<file path="config.mk">
export PLATFORM = sky130hd
export DESIGN_NAME = twc_serial_negator
export DESIGN_NICKNAME = d
export VERILOG_FILES = /design/src/rtl/twc_pkg.sv /design/src/rtl/twc_rise_detect.sv /design/src/rtl/twc_bit_counter.sv /design/src/rtl/twc_negate_cell.sv /design/src/rtl/twc_serial_negator.sv
export SDC_FILE = /design/constraint.sdc
export NUM_CORES = 1
export LEC_CHECK = 0
export BUFFER_PORTS_ARGS = -buffer_cell sky130_fd_sc_hd__buf_2
export CAP_MARGIN = 30
export CORE_AREA = 5 5 42 44
export DETAILED_ROUTE_END_ITERATION = 7
export DIE_AREA = 0 0 47 49
export SYNTH_ARGS = -nofsm -noshare
export SYNTH_HDL_FRONTEND = slang
export SYNTH_SLANG_ARGS = --single-unit
</file>
<file path="constraint.sdc">
create_clock -name clk_i -period 2.4 [get_ports clk_i]
set_input_delay 0.12 -clock clk_i [delete_from_list [all_inputs] [get_ports clk_i]]
set_output_delay 0.12 -clock clk_i [all_outputs]
set_load 0.005 [all_outputs]
</file>
<file path="src/rtl/twc_pkg.sv">
package twc_pkg;

   typedef enum logic [1:0] {
      ST_IDLE = 2'd0,
      ST_RUN  = 2'd1,
      ST_DONE = 2'd2
   } twc_state_e;

   function automatic int twc_cnt_bits(input int width);
      return $clog2(width + 1);
   endfunction

endpackage

</file>
<file path="src/rtl/twc_rise_detect.sv">
module twc_rise_detect (
   input  logic clk_i,
   input  logic rst_ni,
   input  logic lvl_i,
   output logic rise_o
);

   logic lvl_q;

   always_ff @(posedge clk_i or negedge rst_ni) begin
      if (!rst_ni) lvl_q <= 1'b0;
      else         lvl_q <= lvl_i;
   end

   assign rise_o = lvl_i & ~lvl_q;

endmodule

</file>
<file path="src/rtl/twc_bit_counter.sv">
module twc_bit_counter #(
   parameter int WIDTH = 8
) (
   input  logic clk_i,
   input  logic rst_ni,
   input  logic take_i,
   output logic last_o
);

   localparam int CW = twc_pkg::twc_cnt_bits(WIDTH);
   localparam logic [CW-1:0] LAST_IDX = CW'(WIDTH - 1);
   localparam logic [CW-1:0] FULL     = CW'(WIDTH);

   logic [CW-1:0] cnt_q;

   always_ff @(posedge clk_i or negedge rst_ni) begin
      if (!rst_ni)     cnt_q <= '0;
      else if (take_i) cnt_q <= cnt_q + 1'b1;
      else             cnt_q <= '0;
   end

   assign last_o = take_i && (cnt_q == LAST_IDX);

   AST_CNT_BOUND: assert property (@(posedge clk_i) disable iff (!rst_ni)
      (cnt_q <= FULL)) else $error("count past width");

   AST_NO_TAKE_WHEN_FULL: assert property (@(posedge clk_i) disable iff (!rst_ni)
      (cnt_q == FULL) |-> !take_i) else $error("bit taken beyond width");

endmodule

</file>
<file path="src/rtl/twc_negate_cell.sv">
module twc_negate_cell (
   input  logic clk_i,
   input  logic rst_ni,
   input  logic take_i,
   input  logic x_i,
   output logic seen_o,
   output logic y_o
);

   logic seen_q;
   logic y_q;

   always_ff @(posedge clk_i or negedge rst_ni) begin
      if (!rst_ni) begin
         seen_q <= 1'b0;
         y_q    <= 1'b0;
      end else if (take_i) begin
         y_q    <= seen_q ? ~x_i : x_i;
         seen_q <= seen_q | x_i;
      end else begin
         y_q    <= 1'b0;
         seen_q <= 1'b0;
      end
   end

   assign seen_o = seen_q;
   assign y_o    = y_q;

   AST_COPY_BEFORE_ONE: assert property (@(posedge clk_i) disable iff (!rst_ni)
      (take_i && !seen_q) |=> (y_q == $past(x_i))) else $error("copy phase wrong");

   AST_INVERT_AFTER_ONE: assert property (@(posedge clk_i) disable iff (!rst_ni)
      (take_i && seen_q) |=> (y_q == !$past(x_i))) else $error("invert phase wrong");

endmodule

</file>
<file path="src/rtl/twc_serial_negator.sv">
module twc_serial_negator #(
   parameter int WIDTH = 8
) (
   input  logic clk_i,
   input  logic rst_ni,
   input  logic en_i,
   input  logic x_i,
   output logic y_o
);
   import twc_pkg::*;

   generate
      if (WIDTH < 2) begin : g_bad_width
         $error("twc_serial_negator: WIDTH must be at least 2");
      end
   endgenerate

   twc_state_e state_q, state_d;
   logic start, take, last, seen;

   twc_rise_detect u_rise (
      .clk_i  (clk_i),
      .rst_ni (rst_ni),
      .lvl_i  (en_i),
      .rise_o (start)
   );

   assign take = start | ((state_q == ST_RUN) & en_i);

   twc_bit_counter #(.WIDTH(WIDTH)) u_cnt (
      .clk_i  (clk_i),
      .rst_ni (rst_ni),
      .take_i (take),
      .last_o (last)
   );

   twc_negate_cell u_cell (
      .clk_i  (clk_i),
      .rst_ni (rst_ni),
      .take_i (take),
      .x_i    (x_i),
      .seen_o (seen),
      .y_o    (y_o)
   );

   always_comb begin
      state_d = state_q;
      unique case (state_q)
         ST_IDLE: if (start) state_d = ST_RUN;
         ST_RUN: begin
            if (!en_i)     state_d = ST_IDLE;
            else if (last) state_d = ST_DONE;
         end
         ST_DONE: if (!en_i) state_d = ST_IDLE;
         default: state_d = ST_IDLE;
      endcase
   end

   always_ff @(posedge clk_i or negedge rst_ni) begin
      if (!rst_ni) state_q <= ST_IDLE;
      else         state_q <= state_d;
   end

   AST_OUT_LOW_AFTER_RESET: assert property (@(posedge clk_i)
      !rst_ni |=> !y_o) else $error("output high after reset");

   AST_START_CLEAN_FLAG: assert property (@(posedge clk_i) disable iff (!rst_ni)
      start |-> !seen) else $error("flag set at word start");

   AST_START_TO_RUN: assert property (@(posedge clk_i) disable iff (!rst_ni)
      start |=> (state_q == ST_RUN)) else $error("start did not enter run");

   AST_DONE_QUIET: assert property (@(posedge clk_i) disable iff (!rst_ni)
      (state_q == ST_DONE) |=> !y_o) else $error("output active when done");

   AST_EN_LOW_QUIET: assert property (@(posedge clk_i) disable iff (!rst_ni)
      !en_i |=> (!y_o && state_q == ST_IDLE)) else $error("enable low not idle");

endmodule

</file>
# Word-level counts from Yosys, hierarchy flattened
# Index checks and enable logic that the tools add are counted.
# op_classes
add_sub_neg,1
n_eq_ne,6
muxes,9
n_bitwise,6
reduce_logical,3
# ops
operator,count
$mux W2,4
$pmux W2 S3,1
$add A4 B1 Y4 const B,1
$eq A4 B3 Y1 const B,1
$mux W4,1
$ne A2 B2 Y1 const B,2
$mux W1,3
$ne A3 B3 Y1 const B,1
$reduce_and A3 Y1,1
$and A1 B1 Y1,2
$eq A2 B1 Y1 const B,1
$eq A2 B2 Y1 const B,1
$logic_not A2 Y1,1
$not A1 Y1,2
$or A1 B1 Y1,2
$logic_and A1 B1 Y1,1
# word_totals
register_bits,9
in_bits,4
output_inout_bits,1
wordCells,30

# Longest topological paths before layout
# Gate-level depths: netlist (run 1).
# depth
ltp_word,7
mapped_depth,4
depth_no_buf,4

# Modules after synthesis
# Synthesis (run 1) repeated with hierarchy kept, for this count alone.
# unflattened
cells_unflattened,33
hier_area_um2,409.1
# modules_own_cells
mod,instances,cells_per_inst,area_per_inst_um2,seq_area_each_um2
twc_bit_counter,1,14,176.4,100.1
twc_serial_negator,1,10,103.8,50.0
twc_negate_cell,1,7,90.1,50.0
twc_rise_detect,1,2,38.8,25.0

# Least setup slack after synthesis (run 1)
# OpenSTA, ideal clock, no wires.
# synth_path
path_type,reg-to-reg
from,register u_cnt.cnt_q[0]
to,register state_q[1]
setup_time_ps,119
arrival_time_ps,881
required_time_ps,2281
path_slack_ps,1400
path_stages_with_launch,5
path_buffers,0
period_less_slack_ps,1000
cell_sequence,dfrtp_1 > ha_1 > nand3b_1 > o21ai_0 > and2_1
# synth_via
elab_chain_cells,4
# synth_lines
element,line_no,text
from (decl),twc_bit_counter.sv:14,logic [CW-1:0] cnt_q;
from (signal assigned),twc_bit_counter.sv:18,else if (take_i) cnt_q <= cnt_q + 1'b1;
$eq A4 B3 Y1,twc_bit_counter.sv:22,assign last_o = take_i && (cnt_q == LAST_IDX);
$logic_and A1 B1 Y1,twc_bit_counter.sv:22,
$ne A3 B3 Y1 (no source line),--,
$reduce_and A3 Y1 (no source line),--,
to (signal assigned),twc_serial_negator.sv:61,else state_q <= state_d;
to (decl),twc_serial_negator.sv:18,"twc_state_e state_q, state_d;"
# Every way passes these cells.
# A chain may end at the register's enable or synchronous reset.

# Worst setup path after layout (run 1)
# Ends and elaborated chain as after synthesis.

==> impl_metrics.tcl, run 1 <==
set metrics [dict create \
    place_hpwl_um 398 \
    cts_tree "yes" \
    p_leak_uw 0.000228 \
    fp.coreArea_um2 1400 \
    swShare_pct 23.6 \
    die_area_um2 2300 \
    path_delay_family "flip-flops" \
    hold_viol 0 \
    p_total_uw 309 \
    worstMarginPinSlew_ns 0.204 \
    slew-limit-headroom_pct 86.4 \
    cp_max_fo 3 \
    period_needed_ns 1.09 \
    syn_to_final_growth_pct 22.7 \
    drc_errors 0 \
    status "complete, no violations" \
    cts_resized 0 \
    grt_pass1_vias 267 \
    synth.ff_latch_count 9 \
    cp_slowest_cell "dfrtp_1" \
    antennaDiodeCount 0 \
    holdCritPathClass "input pin to flop" \
    drt_first_pass_iters 2 \
    pwr-share-comb_pct 8.6 \
    num_rows 14 \
    routed_wl_um 569 \
    via_count 239 \
    p_per_area_nw_per_um2 662 \
    arrival_ns 1.24 \
    grtUsageTotal_pct 6.84 \
    syn-mean-instance-area_um2 11.5 \
    max-vdd-ir-drop_uv 386 \
    initial_core_util_pct 27.1 \
    yosysUniqueCellTypes 16 \
    drive_gt1_share_pct 23.3 \
    p_sw_uw 72.9 \
    pwr-share-seq_pct 52.8 \
    drv_slew 0 \
    finalCritPeriodShare_pct 45.3 \
    critPathMaxStageDelay_ns 0.40 \
    clock_latency_ns 0.26 \
    grt.overflow.total 0 \
    fin_skew_ns 0.000946 \
    grt_pass1_wl_mm 1.09 \
    fp.dieH_um 49 \
    h-tree-depth 1 \
    timing.final.ws_setup_ns 1.31 \
    fmax_mhz 919 \
    wl_per_cell_um 9.64 \
    die_x_um 47 \
    cts_buffers 3 \
    critPathKind "flop to flop" \
    clock_path_buffers 2 \
    ioPinCount 5 \
    tns_ns 0 \
    worstPathCellList "ha_1, nand3b_1, o21ai_0, and2_1" \
    place.gp.congestion 0.668 \
    crit_buf_inv 0 \
    p_clk_share_pct 38.6 \
    antenna_found_initial 0 \
    place_ws_ns 1.32 \
    startpoint_type "flop" \
    yosysSeqAreaShare_pct 59.2 \
    viasPerCell 4.05 \
    clk_pin_slew_ns 0.06 \
    crit_path_end_kind "flop" \
    required_ns 2.56 \
    yosysWarnings 0 \
    fin_nets 50 \
    cts_num_sinks 9 \
    yosys-top-cells-area "dfrtp_1 (59%), ha_1 (6.6%), nor2_1 (4.9%)" \
    synthCells 33 \
    drtIter0Drc 3 \
    yosysTopAreaCell "dfrtp_1" \
    syn-num-nets 39 \
    ant_nets 0 \
    rsz0062_at_grt "no" \
    grt_max_degree 10 \
    setup_viol 0 \
    io_buffers 4 \
    intPower_uw 236 \
    yosysTopAreaCellShare_pct 59.2 \
    postCtsSetupBuffers 0 \
    root_buffer "clkbuf_4" \
    cap_violations 0 \
    synth_area_um2 380 \
]
[layout by cell type (no fill, tap or decap)]
cell type	Yosys	final
a21oi_1	1	1
buf_2	0	4
inv_1	4	4
nand3_1	1	1
nand2b_1	1	1
nor2_1	5	5
and2_1	1	1
ha_1	2	2
clkbuf_1	0	1
dlygate4sd3_1	0	2
dfrtp_1	9	9
nor3b_1	1	1
nand3b_1	1	1
xor2_1	1	1
clkbuf_4	0	3
xnor2_1	1	1
o21ai_0	1	1
nor2_2	2	2
or2b_1	1	1
a21bo_4	1	1
[Yosys cell counts]
cell type,count
nand2b_1,1
a21oi_1,1
and2_1,1
nor2_2,2
a21bo_4,1
nand3_1,1
nand3b_1,1
nor3b_1,1
dfrtp_1,9
nor2_1,5
o21ai_0,1
xnor2_1,1
inv_1,4
ha_1,2
xor2_1,1
or2b_1,1
[final timing paths]
check                               startpoint            end  slack (ns)  depth (start not counted)
min in group asynchronous               rst_ni  u_cell.seen_o        0.23                          2
worst min register to register      state_q[1]     state_q[0]        0.45                          1
max in group asynchronous               rst_ni     state_q[1]        1.99                          2
worst max-delay path            u_cnt.cnt_q[0]     state_q[1]        1.31                          4
worst max register to register  u_cnt.cnt_q[0]     state_q[1]        1.31                          4
worst min-delay path                       x_i  u_cell.seen_o        0.20                          4
[power groups by stage]
stage | clock network [uW] | registers [uW] | logic (uW)
floorplan | 0 | 165 | 15.0
global placement | 0 | 166 | 24.3
detailed placement | 0 | 166 | 24.8
CTS | 124 | 163 | 27.6
global route | 133 | 164 | 31.6
finish | 119 | 163 | 26.5
[cells by family (layout without fill, tap and decap cells)]
family                     after synthesis  after routing  synth area share, %
AOI/OAI and AO/OA                        3              3                 6.91
DFF                                      9              9                 59.2
and+or+nand+nor                         13             13                 18.8
buffers and inverters                    4             14                 3.95
adders and majority gates                2              2                 6.58
xor gates and xnor gates                 2              2                 4.61
[worst reg2reg max path: cells and delay by family (launching register included)]
| family | cells | cell delay, ns |
|---|---|---|
| AOI/OAI and AO/OA | 1 | 0.08 |
| and+or+nand+nor | 2 | 0.26 |
| adders and majority gates | 1 | 0.23 |
| DFF | 1 | 0.40 |
[routing by layer]
layer / global-route usage (%) / share of wire, % / up-vias
met3: 3.32 / 4.6 / 2
met4: 5.53 / 3.3 / 0
met1: 8.20 / 45 / 108
li1: - / - / 124
met2: 8.82 / 47 / 5
met5: 0 / 0 / -
[cell type report]
cell class,instances,area (um^2)
Clock buffer,4,26.3
Fill cell,151,935
Inverter,4,15.0
Multi-Input combinational cell,20,140
Sequential cell,9,225
Tap cell,16,20.0
Timing Repair Buffer,6,40.0
[through the flow]
| step | area, um^2 | hold slack, ns | utilization [%] | instances |
|---|---|---|---|---|
| 3_3_place_gp | 420 | -0.0195 | 30.0 | 53 |
| 4_1_cts | 467 | 0.198 | 33.3 | 59 |
| 2_1_floorplan | 380 | -0.176 | - | 33 |
| 5_1_grt | 467 | 0.229 | 33.3 | 59 |
| 3_5_place_dp | 420 | -0.0174 | 30.0 | 53 |
| 6_report | 467 | 0.202 | 33.3 | 59 |
[flip-flops by register name (all words and copies together), names as in the netlist]
name,cells
u_cell.y_o,1
u_cnt.cnt_q,4
state_q,2
u_rise.lvl_q,1
u_cell.seen_o,1
[repair_timing]
action / CTS / global route
endpoints found under the setup margin: 0 / 0
hold buffers: 2 / 0
endpoints found under the hold margin: 10 / 0
(Power assumes the default switching activity.)
==> run 2: changes to the inputs <==
Clock period 2.4 ns to 0.95 ns, I/O delays scaled along.
==> run 2 against run 1 <==
The flow now finishes with violations (negative setup slack). Register-to-register slack got worse by 1.4 ns. Via count rose by 9.2%. Flip-flop and latch count stayed put. Critical path depth stayed put. Utilization is 2.6 points higher. Final cell count up 5.1%. Power increased to 2.6 times the previous value. Design area is 7.8% higher. Largest power group unchanged. Fmax increased by 6.8%. Global-route usage up 0.77 points. Sequential power grew to 2.5 times the previous value.
==> impl_metrics.tcl, run 2 (synthesis gave the netlist of run 1 again) <==
set metrics [dict create \
    place_hpwl_um 422 \
    largest_register_ffs 4 \
    min_from "x_i" \
    placed_cell_area_um2 438 \
    num_rows 14 \
    antennaDiodeCount 0 \
    crit_path_end_kind "flop" \
    path_delay_family "flip-flops" \
    h-tree-depth 1 \
    io_buffers 4 \
    cts_num_sinks 9 \
    grt.overflow.total 0 \
    antenna_found_initial 0 \
    rrSetupSlack_ns -0.07 \
    drive_gt1_share_pct 37.0 \
    grtUsageTotal_pct 7.61 \
    hold_viol 0 \
    arrival_ns 1.20 \
    finalInstanceArea_um2 503 \
    period_needed_ns 1.02 \
    wl_met3_um 28 \
    fp.dieH_um 49 \
    violations "negative setup slack" \
    largestRegisters "u_cnt.cnt_q (4), state_q (2)" \
    cap_violations 0 \
    ioPinCount 5 \
    fin_skew_ns 0.000881 \
    reg2reg_depth 4 \
    worstMarginPinSlew_ns 0.201 \
    worstHoldEndpoint "u_cell.seen_o" \
    max-vdd-ir-drop_uv 988 \
    hold-worst-slack_ns 0.151 \
    critPathMaxStageDelay_ns 0.38 \
    worstPathCellList "ha_2, nand3b_1, a21oi_2, nor3b_2" \
    die_x_um 47 \
    holdCritPathClass "input pin to flop" \
    final_common_cell "dfrtp_1" \
    syn_to_final_growth_pct 32.2 \
    root_buffer "clkbuf_4" \
    initial_core_util_pct 27.1 \
    rsz0062_at_grt "yes" \
    final_core_util_pct 35.9 \
    fmax_mhz 981 \
    cp_max_fo 2 \
    wl_met2_um 303 \
    routed_wl_um 610 \
    grt_pass1_wl_mm 1.15 \
    setup_viol 7 \
    drc_errors 0 \
    top_layer "met4" \
    clk_pin_slew_ns 0.06 \
    viasPerCell 4.21 \
    cts_tree "yes" \
    cp_slowest_cell "dfrtp_1" \
    mostFrequentLayoutCells "dfrtp_1 (9), nor2_1 (4), inv_1 (4), buf_2 (4)" \
    clock_latency_ns 0.26 \
    ant_nets 0 \
    rr_startpoint "u_cnt.cnt_q[0]" \
    critPathKind "flop to flop" \
    slew-limit-headroom_pct 86.6 \
    finalCritPeriodShare_pct 107 \
    timing.final.ws_setup_ns -0.0692 \
    drv_slew 0 \
    place.gp.congestion 0.633 \
    stdcell_count 62 \
    grt_max_degree 10 \
    p_leak_uw 0.000244 \
    startpoint_type "flop" \
    status "complete, but fails checks" \
    drtIter0Drc 0 \
    via_count 261 \
    required_ns 1.13 \
    top_register "u_cnt.cnt_q" \
    p_per_area_nw_per_um2 1570 \
    clock_path_buffers 2 \
    wl_per_cell_um 9.84 \
    dp.cells 55 \
    drt_first_pass_iters 1 \
    grt_pass1_vias 294 \
    fin_nets 53 \
    r2r_end "state_q[0]" \
    die_area_um2 2300 \
    hold_depth 4 \
    fp.coreArea_um2 1400 \
    crit_buf_inv 0 \
    cts_buffers 3 \
    wirelength_met1_um 249 \
]
-- run 2: worst register-to-register path: cells and delay by family, from the launching register on --
kind,cells,cell delay [ns]
AND/OR/NAND/NOR,2,0.29
adder cells (fa/ha/maj),1,0.20
flip-flops,1,0.38
AO/OA/AOI/OAI,1,0.08
-- run 2: through the flow --
stage / TNS [ns] / setup WS, ns / power (uW)
2_1_floorplan: 0 / 0.000136 / 457
3_3_place_gp: -0.0868 / -0.0410 / 486
3_5_place_dp: -0.161 / -0.0482 / 489
4_1_cts: -0.237 / -0.0665 / 797
5_1_grt: -0.597 / -0.123 / 847
6_report: -0.225 / -0.0692 / 789
-- run 2: routing by layer --
metal  GRT usage (%)  vias to the layer above
met5               0                        -
met1            7.71                      124
li1                -                      128
met2            10.4                        5
met3            3.32                        4
met4            8.29                        0
-- run 2: how the worst max path moves through the flow --
stage,depth (start not counted),startpoint,end
3_5_place_dp,4,u_cnt.cnt_q[1],state_q[0]
3_3_place_gp,4,u_cnt.cnt_q[1],state_q[1]
6_report,4,u_cnt.cnt_q[0],state_q[0]
2_1_floorplan,4,u_cnt.cnt_q[0],state_q[1]
4_1_cts,4,u_cnt.cnt_q[1],state_q[0]
5_1_grt,4,u_cnt.cnt_q[0],state_q[0]
-- run 2: cell type report --
type	count	area, um^2
Sequential cell	9	225
Multi-Input combinational cell	20	154
Tap cell	16	20.0
Inverter	4	15.0
Clock buffer	4	26.3
Fill cell	153	898
Timing Repair Buffer	9	62.6
-- run 2: what timing repair did --
item | in CTS | in global routing
pin swaps | 3 | 4
hold buffers | 2 | 0
hold endpoints to repair | 10 | 0
resized for setup | 0 | 3
cloned | 0 | 0
endpoints found under the setup margin | 8 | 8
buffers inserted | 0 | 1
-- run 2: where the power goes --
group | total (uW) | switching, uW | internal, uW
sequential | 413 | 11.3 | 402
clock | 291 | 130 | 162
combinational | 84.6 | 41.1 | 43.5
==> run 3: changes to the inputs <==
Settings changed: SKIP_CTS_REPAIR_TIMING set to 1, SKIP_LAST_GASP set to 1.
==> run 3 against run 2 <==
The flow still finishes with violations (negative setup slack). Sequential share of layout area is 1.9 points lower. First-iteration DRC count is 2 higher. Design area is 4.5% higher. Power is 1.9% higher. Register-to-register slack hardly changed. Worst hold slack worse by 0.10 ns. Routed wire length is 9.7% higher. Critical endpoint is now state_q[1]. Worst setup slack worse by 0.013 ns. Clock skew is 0.00072 ns higher. Clock power hardly changed. Utilization is 1.6 points higher.
==> impl_metrics.tcl, run 3 (synthesis gave the netlist of run 1 again) <==
set metrics [dict create \
    status "complete, but fails checks" \
    violations "negative setup slack" \
    grtUsageTotal_pct 7.33 \
    drc_errors 0 \
    die_area_um2 2300 \
    stdcell_count 62 \
    initial_core_util_pct 27.1 \
    arrival_ns 1.18 \
    startpoint_type "flop" \
    fp.dieH_um 49 \
    critPathKind "flop to flop" \
    p_per_area_nw_per_um2 1530 \
    crit_path_end_kind "flop" \
    top_register "u_cnt.cnt_q" \
    grt.overflow.total 0 \
    largestRegisters "u_cnt.cnt_q (4), state_q (2)" \
    antennaDiodeCount 0 \
    place_hpwl_um 422 \
    rsz0062_at_grt "yes" \
    regArea_um2 225 \
    cts_buffers 3 \
    fin_nets 53 \
    drtIter0Drc 2 \
    hold_depth 2 \
    grt_max_degree 10 \
    intPower_uw 612 \
    worstMarginPinSlew_ns 0.208 \
    r2r_end "state_q[1]" \
    swShare_pct 23.9 \
    hold-worst-slack_ns 0.0478 \
    via_count 268 \
    clock_path_buffers 2 \
    max-vdd-ir-drop_uv 986 \
    grt_pass1_vias 289 \
    p_leak_uw 0.000243 \
    clk_pin_slew_ns 0.06 \
    timing.final.ws_setup_ns -0.0824 \
    pwr-share-comb_pct 12.1 \
    setup_viol 3 \
    fp.coreArea_um2 1400 \
    fin_skew_ns 0.00160 \
    holdCritPathClass "input pin to flop" \
    p_total_uw 803 \
    finalCritPeriodShare_pct 109 \
    h-tree-depth 1 \
    worstHoldEndpoint "state_q[1]" \
    wl_per_cell_um 10.8 \
    place_ws_ns -0.0482 \
    fmax_mhz 969 \
    required_ns 1.10 \
    final_common_cell "dfrtp_1" \
    multi_input_area_um2 176 \
    ioPinCount 5 \
    rr_startpoint "u_cnt.cnt_q[0]" \
    final_core_util_pct 37.5 \
    root_buffer "clkbuf_4" \
    antenna_found_initial 0 \
    rrSetupSlack_ns -0.08 \
    cts_tree "yes" \
    p_clk_share_pct 36.3 \
    io_buffers 4 \
    drt_first_pass_iters 2 \
    fill_cells 155 \
    pwr-share-seq_pct 51.6 \
    die_x_um 47 \
    slew-limit-headroom_pct 86.1 \
    viasPerCell 4.32 \
    drive_gt1_share_pct 45.7 \
    dp.cells 55 \
    largest_register_ffs 4 \
    drv_slew 0 \
    clock_latency_ns 0.26 \
    period_needed_ns 1.03 \
    hold_viol 0 \
    min_from "en_i" \
    cts_num_sinks 9 \
    routed_wl_um 669 \
    place.gp.congestion 0.633 \
    syn_to_final_growth_pct 38.2 \
    grt_pass1_wl_mm 1.10 \
    num_rows 14 \
    ant_nets 0 \
    p_sw_uw 192 \
    mostFrequentLayoutCells "dfrtp_1 (9), nor2_2 (4), inv_1 (4), buf_2 (4)" \
    cp_max_fo 2 \
    reg2reg_depth 4 \
    cap_violations 0 \
]
## run 3: cell count changes in the layout (fill, tap and decap cells not counted)
cell / before / now
nand3_1: 1 / 0
nor2_1: 4 / 2
nand2b_1: 1 / 0
nand2b_4: 0 / 1
nand3_2: 0 / 1
nor2_2: 3 / 4
nor2_4: 0 / 1
## run 3: area by class of cell
type | instances | area share, %
sequential | 9 | 42.9
inverter | 4 | 2.86
clock buffer | 4 | 5.00
timing repair buffer | 9 | 11.9
multi-input combinational | 20 | 33.6
tap | 16 | 3.81
## run 3: routing by layer
metal | track usage (%) | share of wire, % | up-vias
met5 | 0 | 0 | -
met1 | 7.71 | 37 | 131
met3 | 3.32 | 4.2 | 4
met4 | 8.29 | 4.2 | 0
met2 | 9.50 | 54 | 5
li1 | - | - | 128
## run 3: critical path, cell delays in order (launching register included)
cell and delay [ns]:
dfrtp_1 0.38, ha_2 0.20, nand3b_1 0.13, o21ai_1 0.08
and2_1 0.13
## run 3: through the flow
step                instance area, um^2  setup TNS (ns)
global placement                    438         -0.0868
floorplan                           383               0
CTS                                 464          -0.294
global route                        526          -0.456
finish                              526          -0.168
detailed placement                  438          -0.161
## run 3: power groups by stage
stage | registers (uW) | logic, uW | clock network, uW
final | 415 | 96.9 | 292
after floorplan | 418 | 38.4 | 0
after detailed placement | 419 | 69.6 | 0
after CTS | 412 | 70.4 | 309
after global placement | 418 | 67.2 | 0
after global routing | 417 | 111 | 335
## run 3: worst max path at each step
stage	startpoint	end	slack [ns]	cells after the start
after floorplan	u_cnt.cnt_q[0]	state_q[1]	0.0001	4
after global placement	u_cnt.cnt_q[1]	state_q[1]	-0.04	4
after detailed placement	u_cnt.cnt_q[1]	state_q[0]	-0.05	4
after CTS	u_cnt.cnt_q[1]	state_q[0]	-0.07	4
after global routing	u_cnt.cnt_q[0]	state_q[0]	-0.14	4
final	u_cnt.cnt_q[0]	state_q[1]	-0.08	4
